**config.mk**
```make
export PLATFORM = sky130hd
export DESIGN_NAME = recent_xlate_cache
export DESIGN_NICKNAME = d
export VERILOG_FILES = /design/src/rtl/rxc_pkg.sv /design/src/rtl/rxc_slot_store.sv /design/src/rtl/rxc_slot_match.sv /design/src/rtl/rxc_resp.sv /design/src/rtl/recent_xlate_cache.sv
export SDC_FILE = /design/constraint.sdc
export NUM_CORES = 1
export LEC_CHECK = 0
export ABC_AREA = 1
export BUFFER_PORTS_ARGS = -buffer_cell sky130_fd_sc_hd__buf_2
export CAP_MARGIN = 20
export CORE_UTILIZATION = 45
export CTS_CLUSTER_SIZE = 25
export DETAILED_ROUTE_END_ITERATION = 12
export GPL_ROUTABILITY_DRIVEN = 0
export PLACE_DENSITY_LB_ADDON = 0.1
export SYNTH_ARGS = -nofsm -noshare
export SYNTH_HDL_FRONTEND = slang
export SYNTH_HIERARCHICAL = 1
export SYNTH_SLANG_ARGS = --single-unit
```
**constraint.sdc**
```tcl
create_clock -name clk -period 7 [get_ports clk]
set_input_delay 0.7 -clock clk [delete_from_list [all_inputs] [get_ports clk]]
set_output_delay 0.7 -clock clk [all_outputs]
set_load 0.005 [all_outputs]
```
**src/rtl/rxc_pkg.sv**
```systemverilog
`timescale 1ns/1ps
// Shared constants for the recent translation cache.
// Assumes page sizes grow by a factor of eight per size code from 8 KiB.
package rxc_pkg;
    localparam int NSLOT         = 2;
    localparam int SEL_W         = 1;
    localparam int PG_BASE_SHIFT = 13;
    localparam int PG_STEP       = 3;

    // Number of page-offset bits for a given page-size code.
    function automatic int unsigned page_shift(input int unsigned code);
        return PG_BASE_SHIFT + PG_STEP * code;
    endfunction
endpackage

```
**src/rtl/rxc_slot_store.sv**
```systemverilog
`timescale 1ns/1ps
// Holds the two slots, the cache-valid flag and the mode snapshot.
// Applies fills in most-recently-used order and invalidation pulses.
// Assumes fl_* fields are stable for the cycle fl_valid is high.
module rxc_slot_store
    import rxc_pkg::*;
#(
    parameter int VA_W   = 48,
    parameter int PA_W   = 40,
    parameter int ASI_W  = 8,
    parameter int MODE_W = 8,
    parameter int PGSZ_W = 2,
    parameter int IDX_W  = 6
) (
    input  logic              clk,
    input  logic              rst_n,
    input  logic              fl_valid,
    input  logic [IDX_W-1:0]  fl_idx,
    input  logic [VA_W-1:0]   fl_va,
    input  logic [PGSZ_W-1:0] fl_pgsz,
    input  logic [PA_W-1:0]   fl_pa,
    input  logic              fl_writable,
    input  logic              fl_sidefx,
    input  logic [ASI_W-1:0]  fl_asi,
    input  logic              fl_implicit,
    input  logic [MODE_W-1:0] fl_mode,
    input  logic              tlb_change,
    output logic              cache_valid,
    output logic [MODE_W-1:0] mode_snap,
    output logic [NSLOT-1:0]  slot_occ,
    output logic [NSLOT-1:0]  slot_wr,
    output logic [NSLOT-1:0]  slot_sfx,
    output logic [VA_W-1:0]   slot_va   [NSLOT],
    output logic [PGSZ_W-1:0] slot_pgsz [NSLOT],
    output logic [PA_W-1:0]   slot_pa   [NSLOT],
    output logic [ASI_W-1:0]  slot_asi  [NSLOT]
);
    logic [IDX_W-1:0] slot_idx [NSLOT];
    logic [NSLOT-1:0] already_held;
    logic             accept;
    logic [VA_W-1:0]  fill_va_mask;
    logic [PA_W-1:0]  fill_pa_mask;
    logic [VA_W-1:0]  fill_va_base;
    logic [PA_W-1:0]  fill_pa_base;
    logic [ASI_W-1:0] fill_asi;

    // A fill coinciding with an invalidation is stale and is dropped.
    assign accept = fl_valid && !tlb_change;

    // Offset masks for the page being filled.
    assign fill_va_mask = ~({VA_W{1'b1}} << page_shift(int'(fl_pgsz)));
    assign fill_pa_mask = ~({PA_W{1'b1}} << page_shift(int'(fl_pgsz)));
    assign fill_va_base = fl_va & ~fill_va_mask;
    assign fill_pa_base = fl_pa & ~fill_pa_mask;
    assign fill_asi     = fl_implicit ? '0 : fl_asi;

    // Detect whether the filled entry already sits in a live slot.
    generate
        for (genvar s = 0; s < NSLOT; s++) begin : g_held
            assign already_held[s] = cache_valid && slot_occ[s] && (slot_idx[s] == fl_idx);
        end
    endgenerate

    // Slot state update: invalidate, empty-and-fill, or shift-and-fill.
    always_ff @(posedge clk) begin
        if (!rst_n) begin
            cache_valid <= 1'b0;
            mode_snap   <= '0;
            slot_occ    <= '0;
            slot_wr     <= '0;
            slot_sfx    <= '0;
            for (int s = 0; s < NSLOT; s++) begin
                slot_idx[s]  <= '0;
                slot_va[s]   <= '0;
                slot_pgsz[s] <= '0;
                slot_pa[s]   <= '0;
                slot_asi[s]  <= '0;
            end
        end else if (tlb_change) begin
            cache_valid <= 1'b0;
        end else if (accept) begin
            cache_valid <= 1'b1;
            mode_snap   <= fl_mode;
            if (!(|already_held)) begin
                for (int s = NSLOT-1; s > 0; s--) begin
                    slot_occ[s]  <= cache_valid && slot_occ[s-1];
                    slot_wr[s]   <= slot_wr[s-1];
                    slot_sfx[s]  <= slot_sfx[s-1];
                    slot_idx[s]  <= slot_idx[s-1];
                    slot_va[s]   <= slot_va[s-1];
                    slot_pgsz[s] <= slot_pgsz[s-1];
                    slot_pa[s]   <= slot_pa[s-1];
                    slot_asi[s]  <= slot_asi[s-1];
                end
                slot_occ[0]  <= 1'b1;
                slot_wr[0]   <= fl_writable;
                slot_sfx[0]  <= fl_sidefx;
                slot_idx[0]  <= fl_idx;
                slot_va[0]   <= fill_va_base;
                slot_pgsz[0] <= fl_pgsz;
                slot_pa[0]   <= fill_pa_base;
                slot_asi[0]  <= fill_asi;
            end
        end
    end
endmodule

```
**src/rtl/rxc_slot_match.sv**
```systemverilog
`timescale 1ns/1ps
// Key comparison for one slot: validity, mode snapshot, identifier and
// byte-range overlap. Write permission is applied downstream.
// Assumes lk_size is small compared with the smallest page.
module rxc_slot_match
    import rxc_pkg::*;
#(
    parameter int VA_W   = 48,
    parameter int ASI_W  = 8,
    parameter int MODE_W = 8,
    parameter int SIZE_W = 4,
    parameter int PGSZ_W = 2
) (
    input  logic              cache_valid,
    input  logic [MODE_W-1:0] mode_snap,
    input  logic              occ,
    input  logic [VA_W-1:0]   base,
    input  logic [PGSZ_W-1:0] pgsz,
    input  logic [ASI_W-1:0]  asi,
    input  logic [VA_W-1:0]   lk_va,
    input  logic [SIZE_W-1:0] lk_size,
    input  logic [ASI_W-1:0]  lk_asi,
    input  logic [MODE_W-1:0] lk_mode,
    output logic              key_hit
);
    logic [VA_W-1:0] off_mask;
    logic [VA_W:0]   acc_end;
    logic [VA_W:0]   pg_last;
    logic            overlap;

    // Page extent and access extent, one bit wider to avoid wrap.
    assign off_mask = ~({VA_W{1'b1}} << page_shift(int'(pgsz)));
    assign acc_end  = {1'b0, lk_va} + {{(VA_W+1-SIZE_W){1'b0}}, lk_size};
    assign pg_last  = {1'b0, base} + {1'b0, off_mask};

    // Ranges overlap when each starts before the other ends.
    assign overlap = ({1'b0, base} < acc_end) && (pg_last >= {1'b0, lk_va});

    // All key conditions together.
    assign key_hit = cache_valid && occ && (mode_snap == lk_mode) &&
                     (asi == lk_asi) && overlap;
endmodule

```
**src/rtl/rxc_resp.sv**
```systemverilog
`timescale 1ns/1ps
// Applies write permission, picks the lowest-numbered matching slot,
// composes the physical address and registers the response.
// Assumes VA_W is at least PA_W.
module rxc_resp
    import rxc_pkg::*;
#(
    parameter int VA_W   = 48,
    parameter int PA_W   = 40,
    parameter int PGSZ_W = 2,
    parameter int UC_BIT = 39
) (
    input  logic              clk,
    input  logic              rst_n,
    input  logic              lk_valid,
    input  logic              lk_write,
    input  logic [VA_W-1:0]   lk_va,
    input  logic [NSLOT-1:0]  key_hit,
    input  logic [NSLOT-1:0]  slot_wr,
    input  logic [NSLOT-1:0]  slot_sfx,
    input  logic [PGSZ_W-1:0] slot_pgsz [NSLOT],
    input  logic [PA_W-1:0]   slot_pa   [NSLOT],
    output logic              rsp_valid,
    output logic              rsp_hit,
    output logic [SEL_W-1:0]  rsp_slot,
    output logic [PA_W-1:0]   rsp_pa,
    output logic              rsp_uncache
);
    logic [NSLOT-1:0] usable;
    logic             found;
    logic [SEL_W-1:0] sel;
    logic [PA_W-1:0]  pa_mask;
    logic [PA_W-1:0]  pa_next;
    logic             uc_next;

    // A slot is usable if its key matches and the write is permitted.
    generate
        for (genvar s = 0; s < NSLOT; s++) begin : g_use
            assign usable[s] = key_hit[s] && (!lk_write || slot_wr[s]);
        end
    endgenerate

    // Priority select: lowest slot number wins.
    always_comb begin
        found = 1'b0;
        sel   = '0;
        for (int s = NSLOT-1; s >= 0; s--) begin
            if (usable[s]) begin
                found = 1'b1;
                sel   = SEL_W'(s);
            end
        end
    end

    // Address composition and cacheability from the selected slot.
    assign pa_mask = ~({PA_W{1'b1}} << page_shift(int'(slot_pgsz[sel])));
    assign pa_next = slot_pa[sel] | (lk_va[PA_W-1:0] & pa_mask);
    assign uc_next = slot_sfx[sel] || pa_next[UC_BIT];

    // Response register: one cycle after the lookup, zeros on a miss.
    always_ff @(posedge clk) begin
        if (!rst_n) begin
            rsp_valid   <= 1'b0;
            rsp_hit     <= 1'b0;
            rsp_slot    <= '0;
            rsp_pa      <= '0;
            rsp_uncache <= 1'b0;
        end else begin
            rsp_valid   <= lk_valid;
            rsp_hit     <= lk_valid && found;
            rsp_slot    <= (lk_valid && found) ? sel : '0;
            rsp_pa      <= (lk_valid && found) ? pa_next : '0;
            rsp_uncache <= lk_valid && found && uc_next;
        end
    end
endmodule

```
**src/rtl/recent_xlate_cache.sv**
```systemverilog
`timescale 1ns/1ps
// Two-slot cache of recently used data translations.
// A lookup answers one cycle later; fills and invalidations take effect
// at the edge where they are sampled. Assumes VA_W >= PA_W > UC_BIT.
module recent_xlate_cache
    import rxc_pkg::*;
#(
    parameter int ENTRIES = 64,
    parameter int VA_W    = 48,
    parameter int PA_W    = 40,
    parameter int ASI_W   = 8,
    parameter int MODE_W  = 8,
    parameter int SIZE_W  = 4,
    parameter int PGSZ_W  = 2,
    parameter int UC_BIT  = 39,
    localparam int IDX_W  = $clog2(ENTRIES)
) (
    input  logic              clk,
    input  logic              rst_n,
    input  logic              lk_valid,
    input  logic [VA_W-1:0]   lk_va,
    input  logic [SIZE_W-1:0] lk_size,
    input  logic [ASI_W-1:0]  lk_asi,
    input  logic              lk_write,
    input  logic [MODE_W-1:0] lk_mode,
    input  logic              fl_valid,
    input  logic [IDX_W-1:0]  fl_idx,
    input  logic [VA_W-1:0]   fl_va,
    input  logic [PGSZ_W-1:0] fl_pgsz,
    input  logic [PA_W-1:0]   fl_pa,
    input  logic              fl_writable,
    input  logic              fl_sidefx,
    input  logic [ASI_W-1:0]  fl_asi,
    input  logic              fl_implicit,
    input  logic [MODE_W-1:0] fl_mode,
    input  logic              tlb_change,
    output logic              rsp_valid,
    output logic              rsp_hit,
    output logic [SEL_W-1:0]  rsp_slot,
    output logic [PA_W-1:0]   rsp_pa,
    output logic              rsp_uncache
);
    logic              cache_valid;
    logic [MODE_W-1:0] mode_snap;
    logic [NSLOT-1:0]  slot_occ;
    logic [NSLOT-1:0]  slot_wr;
    logic [NSLOT-1:0]  slot_sfx;
    logic [VA_W-1:0]   slot_va   [NSLOT];
    logic [PGSZ_W-1:0] slot_pgsz [NSLOT];
    logic [PA_W-1:0]   slot_pa   [NSLOT];
    logic [ASI_W-1:0]  slot_asi  [NSLOT];
    logic [NSLOT-1:0]  key_hit;

    rxc_slot_store #(
        .VA_W(VA_W), .PA_W(PA_W), .ASI_W(ASI_W), .MODE_W(MODE_W),
        .PGSZ_W(PGSZ_W), .IDX_W(IDX_W)
    ) u_store (
        .clk(clk), .rst_n(rst_n),
        .fl_valid(fl_valid), .fl_idx(fl_idx), .fl_va(fl_va),
        .fl_pgsz(fl_pgsz), .fl_pa(fl_pa), .fl_writable(fl_writable),
        .fl_sidefx(fl_sidefx), .fl_asi(fl_asi), .fl_implicit(fl_implicit),
        .fl_mode(fl_mode), .tlb_change(tlb_change),
        .cache_valid(cache_valid), .mode_snap(mode_snap),
        .slot_occ(slot_occ), .slot_wr(slot_wr), .slot_sfx(slot_sfx),
        .slot_va(slot_va), .slot_pgsz(slot_pgsz), .slot_pa(slot_pa),
        .slot_asi(slot_asi)
    );

    generate
        for (genvar s = 0; s < NSLOT; s++) begin : g_match
            rxc_slot_match #(
                .VA_W(VA_W), .ASI_W(ASI_W), .MODE_W(MODE_W),
                .SIZE_W(SIZE_W), .PGSZ_W(PGSZ_W)
            ) u_match (
                .cache_valid(cache_valid), .mode_snap(mode_snap),
                .occ(slot_occ[s]), .base(slot_va[s]), .pgsz(slot_pgsz[s]),
                .asi(slot_asi[s]), .lk_va(lk_va), .lk_size(lk_size),
                .lk_asi(lk_asi), .lk_mode(lk_mode), .key_hit(key_hit[s])
            );
        end
    endgenerate

    rxc_resp #(
        .VA_W(VA_W), .PA_W(PA_W), .PGSZ_W(PGSZ_W), .UC_BIT(UC_BIT)
    ) u_resp (
        .clk(clk), .rst_n(rst_n),
        .lk_valid(lk_valid), .lk_write(lk_write), .lk_va(lk_va),
        .key_hit(key_hit), .slot_wr(slot_wr), .slot_sfx(slot_sfx),
        .slot_pgsz(slot_pgsz), .slot_pa(slot_pa),
        .rsp_valid(rsp_valid), .rsp_hit(rsp_hit), .rsp_slot(rsp_slot),
        .rsp_pa(rsp_pa), .rsp_uncache(rsp_uncache)
    );
endmodule

```
Yosys cells after proc, flatten, opt, wreduce, memory -nomap -nowiden
Memory sizes are Yosys's and may differ from the RTL's.
Cells that the tools add are included.
Widths: inputs -> output; s select.
Word-level totals
  input port bits: 189
  memories: 1
  flip-flop bits (word level): 255
  output and inout bits: 44
  logic and storage cells: 110
  bits in writable memories: 12
Cells by class
  shifts and indexed selects: 5
  reductions and logical operators: 27
  equal/unequal tests: 5
  multiplexer cells: 20
  $mul: 4
  add/sub/neg operators: 7
  bitwise logic cells: 17
  $lt $le $gt $ge: 6
Memories
  u_store.slot_idx: words 2, bits a word 6, rd ports 2, clocked after memory_dff 0, wr ports 2, line rxc_slot_store.sv:38  | logic [IDX_W-1:0] slot_idx [NSLOT];
Operators by type and width (number)
  $not 48->48: 4
  $shl 48x32->48 const A: 3
  $mux 40: 3
  $not 40->40: 3
  $add 48x48->49: 2
  $ge 49x48->1: 2
  $lt 48x49->1: 2
  $and 40x40->40: 2
  $shl 40x32->40 const A: 2
  $add 48x4->49: 1
  $and 48x48->48: 1
  $or 40x40->40: 1
  $eq 8x8->1: 3
  $add 4x4->5 const A: 4
  $logic_and 1x1->1: 17
  $mul 2x2->4 const A: 4
  $eq 6x6->1: 2
  $mux 6: 2
  $mux 1: 11
  $mux 8: 1
  $mux 2: 3
  $reduce_and 2->1: 2
  $reduce_or 2->1: 2
  $logic_or 1x1->1: 3
  other kinds (7): 11

Logic depth before layout (Yosys ltp)
Gate-level depths: netlist (run 1).
  depth in word-level cells: 23
  gate-level depth with buffers: 45
  gate-level depth less buffers: 42

By module
Netlist (run 1), hierarchy kept.
Modules (own cells, without submodules)
  rxc_slot_store: area each 9137.5 sq um, instances 1, cells an instance 1186, sequential area each 4584.4 sq um
  rxc_slot_match (g_match[1].u_match): area each 6789.0 sq um, instances 1, cells an instance 1163, sequential area each 0.0 sq um
  rxc_slot_match (g_match[0].u_match): area each 6628.9 sq um, instances 1, cells an instance 1170, sequential area each 0.0 sq um
  rxc_resp: area each 1999.4 sq um, instances 1, cells an instance 264, sequential area each 880.8 sq um

Worst setup path after synthesis (run 1)
OpenSTA, ideal clock, no wires.
  path type: register to register
  start: register u_store/slot_pgsz[2] in the netlist's numbering
  end: register u_resp.rsp_pa[10]
  path slack: 1.808 ns
  buffers on the path: 3
  stages on the path, launching flop included: 41
  setup time: 0.119 ns
  data arrival time: 5.074 ns
  data required time: 6.881 ns
  clock period less this slack: 5.192 ns
  path through: dfxtp_1 > inv_1 > ha_1 > nand2_1 > ha_1 > inv_1 > fa_1 > inv_1 > nand3_1 > nand2_1 > nand2_1 > nand2_1 > nand2_1 > nand2_1 > a31o_2 > nand2_1 > xnor2_1 > ha_1 > [... 5 more ...] > nand3_1 > nor3_1 > a21oi_1 > nand2_4 > nand2_2 > buf_6 > inv_2 > buf_6 > nand2_1 > nand2_1 > inv_1 > ha_1 > inv_2 > or2_1 > clkbuf_1 > nand2_1 > a21boi_0 > o21ai_1
On the way
  longest elaborated chain between the ends: 20
  elaborated cells between the ends (all ways): 26
  those cells by class: add/sub: 3; mul: 2; order compare: 1; shift: 2; mux: 8; bitwise: 5; reduce/logical: 5
Ends and longest elaborated chain
  from (decl): line rxc_slot_store.sv:34  | output logic [PGSZ_W-1:0] slot_pgsz [NSLOT],
  from (signal, indexed assignment): line rxc_slot_store.sv:91  | slot_pgsz[s] <= slot_pgsz[s-1];
  $mul 2x2->4 (*): line rxc_pkg.sv:12  | return PG_BASE_SHIFT + PG_STEP * code;
  $add 4x4->5 (*): line rxc_pkg.sv:12
  $shl 48x32->48 (*): line rxc_slot_match.sv:32  | assign off_mask = ~({VA_W{1'b1}} << page_shift(int'(pgsz)));
  $not 48->48 (*): line rxc_slot_match.sv:32
  $add 48x48->49 (*): line rxc_slot_match.sv:34  | assign pg_last = {1'b0, base} + {1'b0, off_mask};
  $ge 49x48->1 (*): line rxc_slot_match.sv:37  | assign overlap = ({1'b0, base} < acc_end) && (pg_last >= {1'b0, lk_va});
  $logic_and 1x1->1 (*): line rxc_slot_match.sv:37
  $logic_and 1x1->1 (*): line rxc_slot_match.sv:41  | (asi == lk_asi) && overlap;
  named net key_hit[0]: line recent_xlate_cache.sv:52  | logic [NSLOT-1:0] key_hit;
  [... 2 more ...]
  $not 1->2 (not written as such): line rxc_resp.sv:56, rxc_resp.sv:57
  $mux 2 (not written as such) (3 in a row): line rxc_resp.sv:56  | assign pa_mask = ~({PA_W{1'b1}} << page_shift(int'(slot_pgsz[sel])));
  $mul 2x2->4: line rxc_pkg.sv:12
  $add 4x4->5: line rxc_pkg.sv:12
  $shl 40x32->40: line rxc_resp.sv:56
  $not 40->40: line rxc_resp.sv:56
  $and 40x40->40: line rxc_resp.sv:57  | assign pa_next = slot_pa[sel] | (lk_va[PA_W-1:0] & pa_mask);
  $or 40x40->40: line rxc_resp.sv:57
  to (signal assigned): line rxc_resp.sv:72  | rsp_pa <= (lk_valid && found) ? pa_next : '0;
  to (decl): line rxc_resp.sv:26  | output logic [PA_W-1:0] rsp_pa,
Mark *: on every way through the listed nets, which the timed path passes. The rest lies on a longest branch. The select of a mux whose other input is x is not followed.
A chain may end at the register's enable or synchronous reset.

Worst setup path in the final report (run 1)
  start: register u_store/slot_pgsz[0] in the netlist's numbering
  end: register u_resp.rsp_pa[11]
On the way
  longest elaborated chain between the ends: 21
  elaborated cells between the ends (all ways): 27
  those cells by class: add/sub: 3; mul: 2; order compare: 1; shift: 2; mux: 9; bitwise: 5; reduce/logical: 5
Ends and longest elaborated chain (line)
  $mul 2x2->4 (*): rxc_pkg.sv:12
  $add 4x4->5 (*): rxc_pkg.sv:12
  $shl 48x32->48 (*): rxc_slot_match.sv:32
  $not 48->48 (*): rxc_slot_match.sv:32
  $add 48x48->49 (*): rxc_slot_match.sv:34
  $ge 49x48->1 (*): rxc_slot_match.sv:37
  $logic_and 1x1->1 (*): rxc_slot_match.sv:37
  $logic_and 1x1->1 (*): rxc_slot_match.sv:41
  named net key_hit[1]: recent_xlate_cache.sv:52
  [... 3 more ...]
  $not 1->2 (not written as such): rxc_resp.sv:56, rxc_resp.sv:57
  $mux 2 (not written as such) (3 in a row): rxc_resp.sv:56
  $mul 2x2->4: rxc_pkg.sv:12
  $add 4x4->5: rxc_pkg.sv:12
  $shl 40x32->40: rxc_resp.sv:56
  $not 40->40: rxc_resp.sv:56
  $and 40x40->40: rxc_resp.sv:57
  $or 40x40->40: rxc_resp.sv:57
Marked as above.

==> results_dict.tcl, run 1 <==
set metrics [dict create \
    layout_commonest_cell "nand2_1" \
    critPathMaxStageDelay_ps 440 \
    worstSetupEndpointType "flip-flop" \
    p_leak_nw 14.2 \
    cts_tree "built" \
    min_path_cells 2 \
    p_seq_frac 0.409 \
    path_clk_slew_ps 60 \
    grt_pass1_wl_microns 132000 \
    finalSetupTns_ps 0 \
    fin_crit_ps 6470 \
    vias 25300 \
    grt_pass1_vias 23800 \
    cts-root-buf "clkbuf_16" \
    cp.arrival_ps 6920 \
    fp.dieH_microns 236 \
    yosysTopAreaCell "dfxtp_1" \
    drv_cap 0 \
    p_switching_w 0.00122 \
    r2r_cells 38 \
    netlist.area_leader.share 0.208 \
    rows 85 \
    htreeDepth 1 \
    swShare 0.309 \
    grt_util_all_layers 0.301 \
    firstDrtPassIters 6 \
    drtAntennaViolNets 0 \
    dieArea_sq_um 55500 \
    drv_slew 0 \
    status "finished, final reports clean" \
    pin_count 233 \
    critical_path_required_ps 7450 \
    syn-cell-area_sq_um 24600 \
    rsz0062_at_grt "no" \
    placed_area_sq_um 26300 \
    finClkSkew_ps 30.3 \
    final_nets 4433 \
    synth_top_cells_by_area "dfxtp_1, nand2_1, ha_1, inv_1, nand4_1" \
    clock.fmax_mhz 155 \
    cpMostUsedCell "nand2_1" \
    antenna_found_initial 4 \
    synth_seq_area_share 0.223 \
    crit_path_top_delay_cell "fa_1" \
    hold_path_class "input port to flip-flop" \
    async_flop_share 0 \
    cts.path.max_buffers 3 \
    dp_cells 4629 \
    synth-edff-count 12 \
    dp_hpwl_microns 67600 \
    post_cts_buffers 0 \
    critPathKind "flip-flop to flip-flop" \
    drc 0 \
    power_frac_clock 0.395 \
    tightest_slew_ps 1420 \
    cpLargestDelayFamily "simple AND/OR/NAND/NOR gates" \
    cp-start-kind "flip-flop" \
    wire_per_inst_microns 18.3 \
    power_density_nw_per_um2 145 \
    setup_viol 0 \
    cts.sinks 267 \
    comb_power_share 0.196 \
    grt_overflow_total 0 \
    port_buffers 228 \
    cts_buffers 29 \
    cp_max_fo 7 \
    floorplan.initialDensity 0.456 \
    cp.depth 38 \
    fp.dieW_microns 236 \
    finalHoldViolCount 0 \
    drtIter0Drc 2067 \
    core-area_sq_um 53800 \
    internal-power_w 0.00272 \
    yosys_warnings 6 \
    synth_cells 3783 \
    num-fill-cells 5762 \
    slew_headroom 0.0564 \
    cp.buffers_inverters 6 \
    drt_wl_total_microns 85600 \
    final_cell_mix "nand2_1, inv_1, nor2_1" \
    grt_max_degree 238 \
    syn_area_per_cell_sq_um 6.49 \
    finalInstanceArea_sq_um 27200 \
    clock_latency_ps 590 \
    drive_gt1_frac 0.0931 \
    finalCritPeriodShare 0.924 \
    final_cells 4683 \
    synth_ff_type "dfxtp_1" \
    vdd_drop_max_mv 0.214 \
    vias_per_cell 5.39 \
    synth.distinct_cells 60 \
    synthToLayoutAreaGrowth_pct 10.9 \
    synth.ff_latch_count 267 \
]
flip-flops by register name, summed over array words and instances (netlist names):
signal and flops:
u_store/slot_occ 2, u_resp/rsp_hit 1, u_store/slot_pgsz 4, u_store/slot_pa 80
u_resp/rsp_slot 1, u_store/slot_asi 16, u_resp/rsp_pa 40, u_store/cache_valid 1
u_resp/rsp_uncache 1, u_store/slot_sfx 2, u_store/mode_snap 8, u_store/slot_wr 2
u_store/slot_idx 12, u_store/slot_va 96, u_resp/rsp_valid 1
metal layers:
layer  part of all wire  global-route usage
met1               0.46               0.409
met2               0.45               0.492
met3              0.051              0.0225
met4              0.040               0.122
met5            0.00020                   0
timing repair:
action,CTS,global route
resized for setup,0,5
hold buffers,0,0
endpoints found under the setup margin,0,20
stage by stage:
stage	util	hold slack, ps	worst slack [ps]	power (W)
detailed placement	0.488	435	402	0.00240
floorplan	-	419	1810	0.00214
global placement	0.488	437	505	0.00240
global route	0.506	331	1.79	0.00414
CTS	0.506	313	377	0.00397
finish	0.506	333	529	0.00394
path summary, 6_finish.rpt:
check                           slack, ps                 start             endpoint
worst min-delay path                  330            tlb_change  u_store/cache_valid
worst min register to register        450   u_store/slot_pa[47]  u_store/slot_pa[47]
worst max register to register        530  u_store/slot_pgsz[0]    u_resp/rsp_pa[11]
worst max-delay path                  530  u_store/slot_pgsz[0]    u_resp/rsp_pa[11]
area by class of cell:
| cell class | count | area (sq um) | area share |
|---|---|---|---|
| Tap cell | 696 | 871 | 0.0320 |
| Clock inverter | 8 | 113 | 0.00414 |
| Sequential cell | 267 | 5470 | 0.201 |
| Clock buffer | 42 | 835 | 0.0306 |
| Multi-Input combinational cell | 2930 | 16800 | 0.615 |
| Timing Repair Buffer | 250 | 1350 | 0.0497 |
| Antenna cell | 4 | 10.0 | 0.000368 |
| Inverter | 486 | 1820 | 0.0670 |
cells in the mapped netlist, types with 8 or more instances:
cell type	n
nand3_1	316
edfxtp_1	12
o21bai_1	16
nand2_1	946
buf_1	14
xnor2_1	41
clkbuf_1	51
a21boi_0	18
o21ai_1	15
dfxtp_1	255
a21o_1	18
nor2_4	12
nand3b_1	11
buf_6	9
nor3_1	46
xor2_1	136
o21ai_0	88
inv_2	11
a21oi_1	198
a31oi_1	9
o21a_1	11
nor2_1	390
buf_4	12
nor4_1	15
inv_1	475
ha_1	276
nand2_2	8
nand4_1	253
buf_2	37
cell families after synthesis:
family | count (synthesis) | synth area share
other | 4 | 0.000611
xor gates and xnor gates | 177 | 0.0631
adders and majority gates | 280 | 0.144
AOI/OAI and AO/OA | 404 | 0.0936
and+or+nand+nor | 2041 | 0.376
buffers and inverters | 610 | 0.0998
DFF | 267 | 0.223
power by group through the flow:
stage,Sequential [W],Combinational (W),Clock (W)
after floorplan,0.00163,0.000510,0
after global placement,0.00164,0.000756,0
after detailed placement,0.00164,0.000759,0
after CTS,0.00161,0.000763,0.00160
after global routing,0.00162,0.000872,0.00165
final,0.00161,0.000772,0.00156
worst reg2reg max path, delay by kind of cell (launching register included):
family | cells | cell delay, ps
flip-flops | 1 | 430
adder cells (fa/ha/maj) | 5 | 1530
XOR/XNOR | 1 | 80
AND/OR/NAND/NOR | 21 | 2720
buffers and inverters | 6 | 670
AO/OA/AOI/OAI | 5 | 910
No activity file was read; power rests on OpenSTA's default activity.
==> inputs of run 2 (changes only) <==
--- a/config.mk
+++ b/config.mk
@@ -7,12 +7,11 @@
 export LEC_CHECK = 0
 export ABC_AREA = 1
 export BUFFER_PORTS_ARGS = -buffer_cell sky130_fd_sc_hd__buf_2
-export CAP_MARGIN = 20
 export CORE_UTILIZATION = 45
 export CTS_CLUSTER_SIZE = 25
 export DETAILED_ROUTE_END_ITERATION = 12
 export GPL_ROUTABILITY_DRIVEN = 0
-export PLACE_DENSITY_LB_ADDON = 0.1
+export PLACE_DENSITY = 0.73
 export SYNTH_ARGS = -nofsm -noshare
 export SYNTH_HDL_FRONTEND = slang
 export SYNTH_HIERARCHICAL = 1
==> run 2 against run 1 <==
Global-route usage down 1.8 points. Hold slack worse by 5.5 ps. Via count up 1.8%. Utilization down 0.12 points. Critical path depth up 1. Worst setup slack worse by 150 ps. Combinational power about the same. Largest cell class unchanged.
==> results_dict.tcl, run 2 (synthesis gave the netlist of run 1 again) <==
set metrics [dict create \
    cts_hold_buf 0 \
    drtIter0Drc 2469 \
    min_path_cells 2 \
    p_leak_nw 14.2 \
    core-area_sq_um 53800 \
    htreeDepth 1 \
    port_buffers 228 \
    slew_headroom 0.240 \
    firstDrtPassIters 6 \
    dp_hpwl_microns 64800 \
    timing.hold.ws_ps 327 \
    floorplan.initialDensity 0.456 \
    critPathMaxStageDelay_ps 480 \
    comb_power_share 0.197 \
    cts.sinks 267 \
    r2r-end "u_resp/rsp_pa[6]" \
    dieArea_sq_um 55500 \
    final_nets 4426 \
    vias 25700 \
    crit_path_top_delay_cell "dfxtp_1" \
    clock.fmax_mhz 151 \
    finalHoldViolCount 0 \
    preCtsSetupSlack_ps 564 \
    reg2reg_from "u_store/slot_pgsz[2]" \
    post_cts_buffers 0 \
    worstSetupEndpointType "flip-flop" \
    p_seq_frac 0.412 \
    rsz0062_at_grt "no" \
    grt_util_all_layers 0.283 \
    placed_area_sq_um 26200 \
    hold_path_class "input port to flip-flop" \
    timing.reg2reg.setup_slack_ps 380 \
    cp.arrival_ps 7060 \
    fp.dieW_microns 236 \
    path_clk_slew_ps 70 \
    regMostFlops "u_store/slot_va" \
    largest_reg_flops 96 \
    fin_crit_ps 6620 \
    r2r_cells 39 \
    finalInstanceArea_sq_um 27200 \
    finalCritPeriodShare 0.946 \
    pin_count 233 \
    vias_per_cell 5.50 \
    synthToLayoutAreaGrowth_pct 10.6 \
    swShare 0.310 \
    cp-start-kind "flip-flop" \
    cp_max_fo 7 \
    grt_max_degree 180 \
    cts_buffers 28 \
    drive_gt1_frac 0.0920 \
    finalSetupTns_ps 0 \
    grt_pass1_wl_microns 124000 \
    cts-root-buf "clkbuf_16" \
    drt_wl_total_microns 81700 \
    power_frac_clock 0.392 \
    drv_slew 0 \
    clock_latency_ps 580 \
    cts.path.max_buffers 3 \
    cts_tree "built" \
    vdd_drop_max_mv 0.153 \
    cp.depth 39 \
    antenna_found_initial 5 \
    drv_cap 0 \
    drtAntennaViolNets 0 \
    status "finished, final reports clean" \
    cp.buffers_inverters 6 \
    reg_top3 "u_store/slot_va x96, u_store/slot_pa x80, u_resp/rsp_pa x40" \
    wire_per_inst_microns 17.5 \
    rows 85 \
    finClkSkew_ps 11.4 \
    cpMostUsedCell "nand2_1" \
    tightest_slew_ps 1140 \
    power_density_nw_per_um2 144 \
    cpLargestDelayFamily "simple AND/OR/NAND/NOR gates" \
    hold_end "u_store/cache_valid" \
    critPathKind "flip-flop to flip-flop" \
    min_from "tlb_change" \
    p_switching_w 0.00121 \
    grt_pass1_vias 23000 \
    drc 0 \
    layout_commonest_cell "nand2_1" \
    finalWorstSetupSlack_ps 376 \
    final_cell_mix "nand2_1, inv_1, nor2_1" \
    final_cells 4677 \
    fp.dieH_microns 236 \
    cts_resized 0 \
    internal-power_w 0.00270 \
    setup_viol 0 \
    dp_cells 4623 \
    critical_path_required_ps 7430 \
    grt_overflow_total 0 \
]
[run 2: routing by layer]
layer / GRT usage / wire length (microns) / vias up
li1: - / - / 12900
met1: 0.379 / 35100 / 11700
met2: 0.464 / 36600 / 967
met3: 0.0226 / 6330 / 164
met4: 0.122 / 3640 / 6
met5: 0 / 37 / -
[run 2: worst max-delay path by stage]
stage	startpoint	to	slack [ps]
after floorplan	u_store/slot_pgsz[2]	u_resp/rsp_pa[10]	1810
after global placement	u_store/slot_pgsz[0]	u_resp/rsp_pa[6]	710
after detailed placement	u_store/slot_pgsz[0]	u_resp/rsp_pa[6]	560
after CTS	u_store/slot_pgsz[0]	u_resp/rsp_pa[6]	510
after global routing	u_store/slot_pgsz[0]	u_resp/rsp_pa[6]	70
final	u_store/slot_pgsz[2]	u_resp/rsp_pa[6]	380
[run 2: metrics by stage]
stage | total power (W) | util
floorplan | 0.00214 | -
global placement | 0.00238 | 0.487
detailed placement | 0.00240 | 0.487
CTS | 0.00393 | 0.505
global route | 0.00409 | 0.505
finish | 0.00392 | 0.505
[run 2: worst reg2reg max path, delay by kind of cell, from the launching register on]
kind	cells	cell delay [ps]
adders and majority gates	5	1550
and+or+nand+nor	23	2890
buffers and inverters	6	680
xor gates and xnor gates	1	90
AOI/OAI and AO/OA	4	800
DFF	1	480
[run 2: power groups by stage]
stage | logic, W | registers, W | clock network [W]
floorplan | 0.000510 | 0.00163 | 0
global placement | 0.000740 | 0.00164 | 0
detailed placement | 0.000753 | 0.00164 | 0
CTS | 0.000757 | 0.00161 | 0.00156
global route | 0.000857 | 0.00162 | 0.00161
finish | 0.000770 | 0.00161 | 0.00153
[run 2: layout make-up]
type,instances,area (sq um)
clock buffers,41,841
clock inverters,11,120
fillers,5548,26600
repair buffers,244,1300
inverters,486,1820
diodes,2,5.00
well taps,696,871
flip-flops and latches,267,5470
multi-input cells,2930,16700
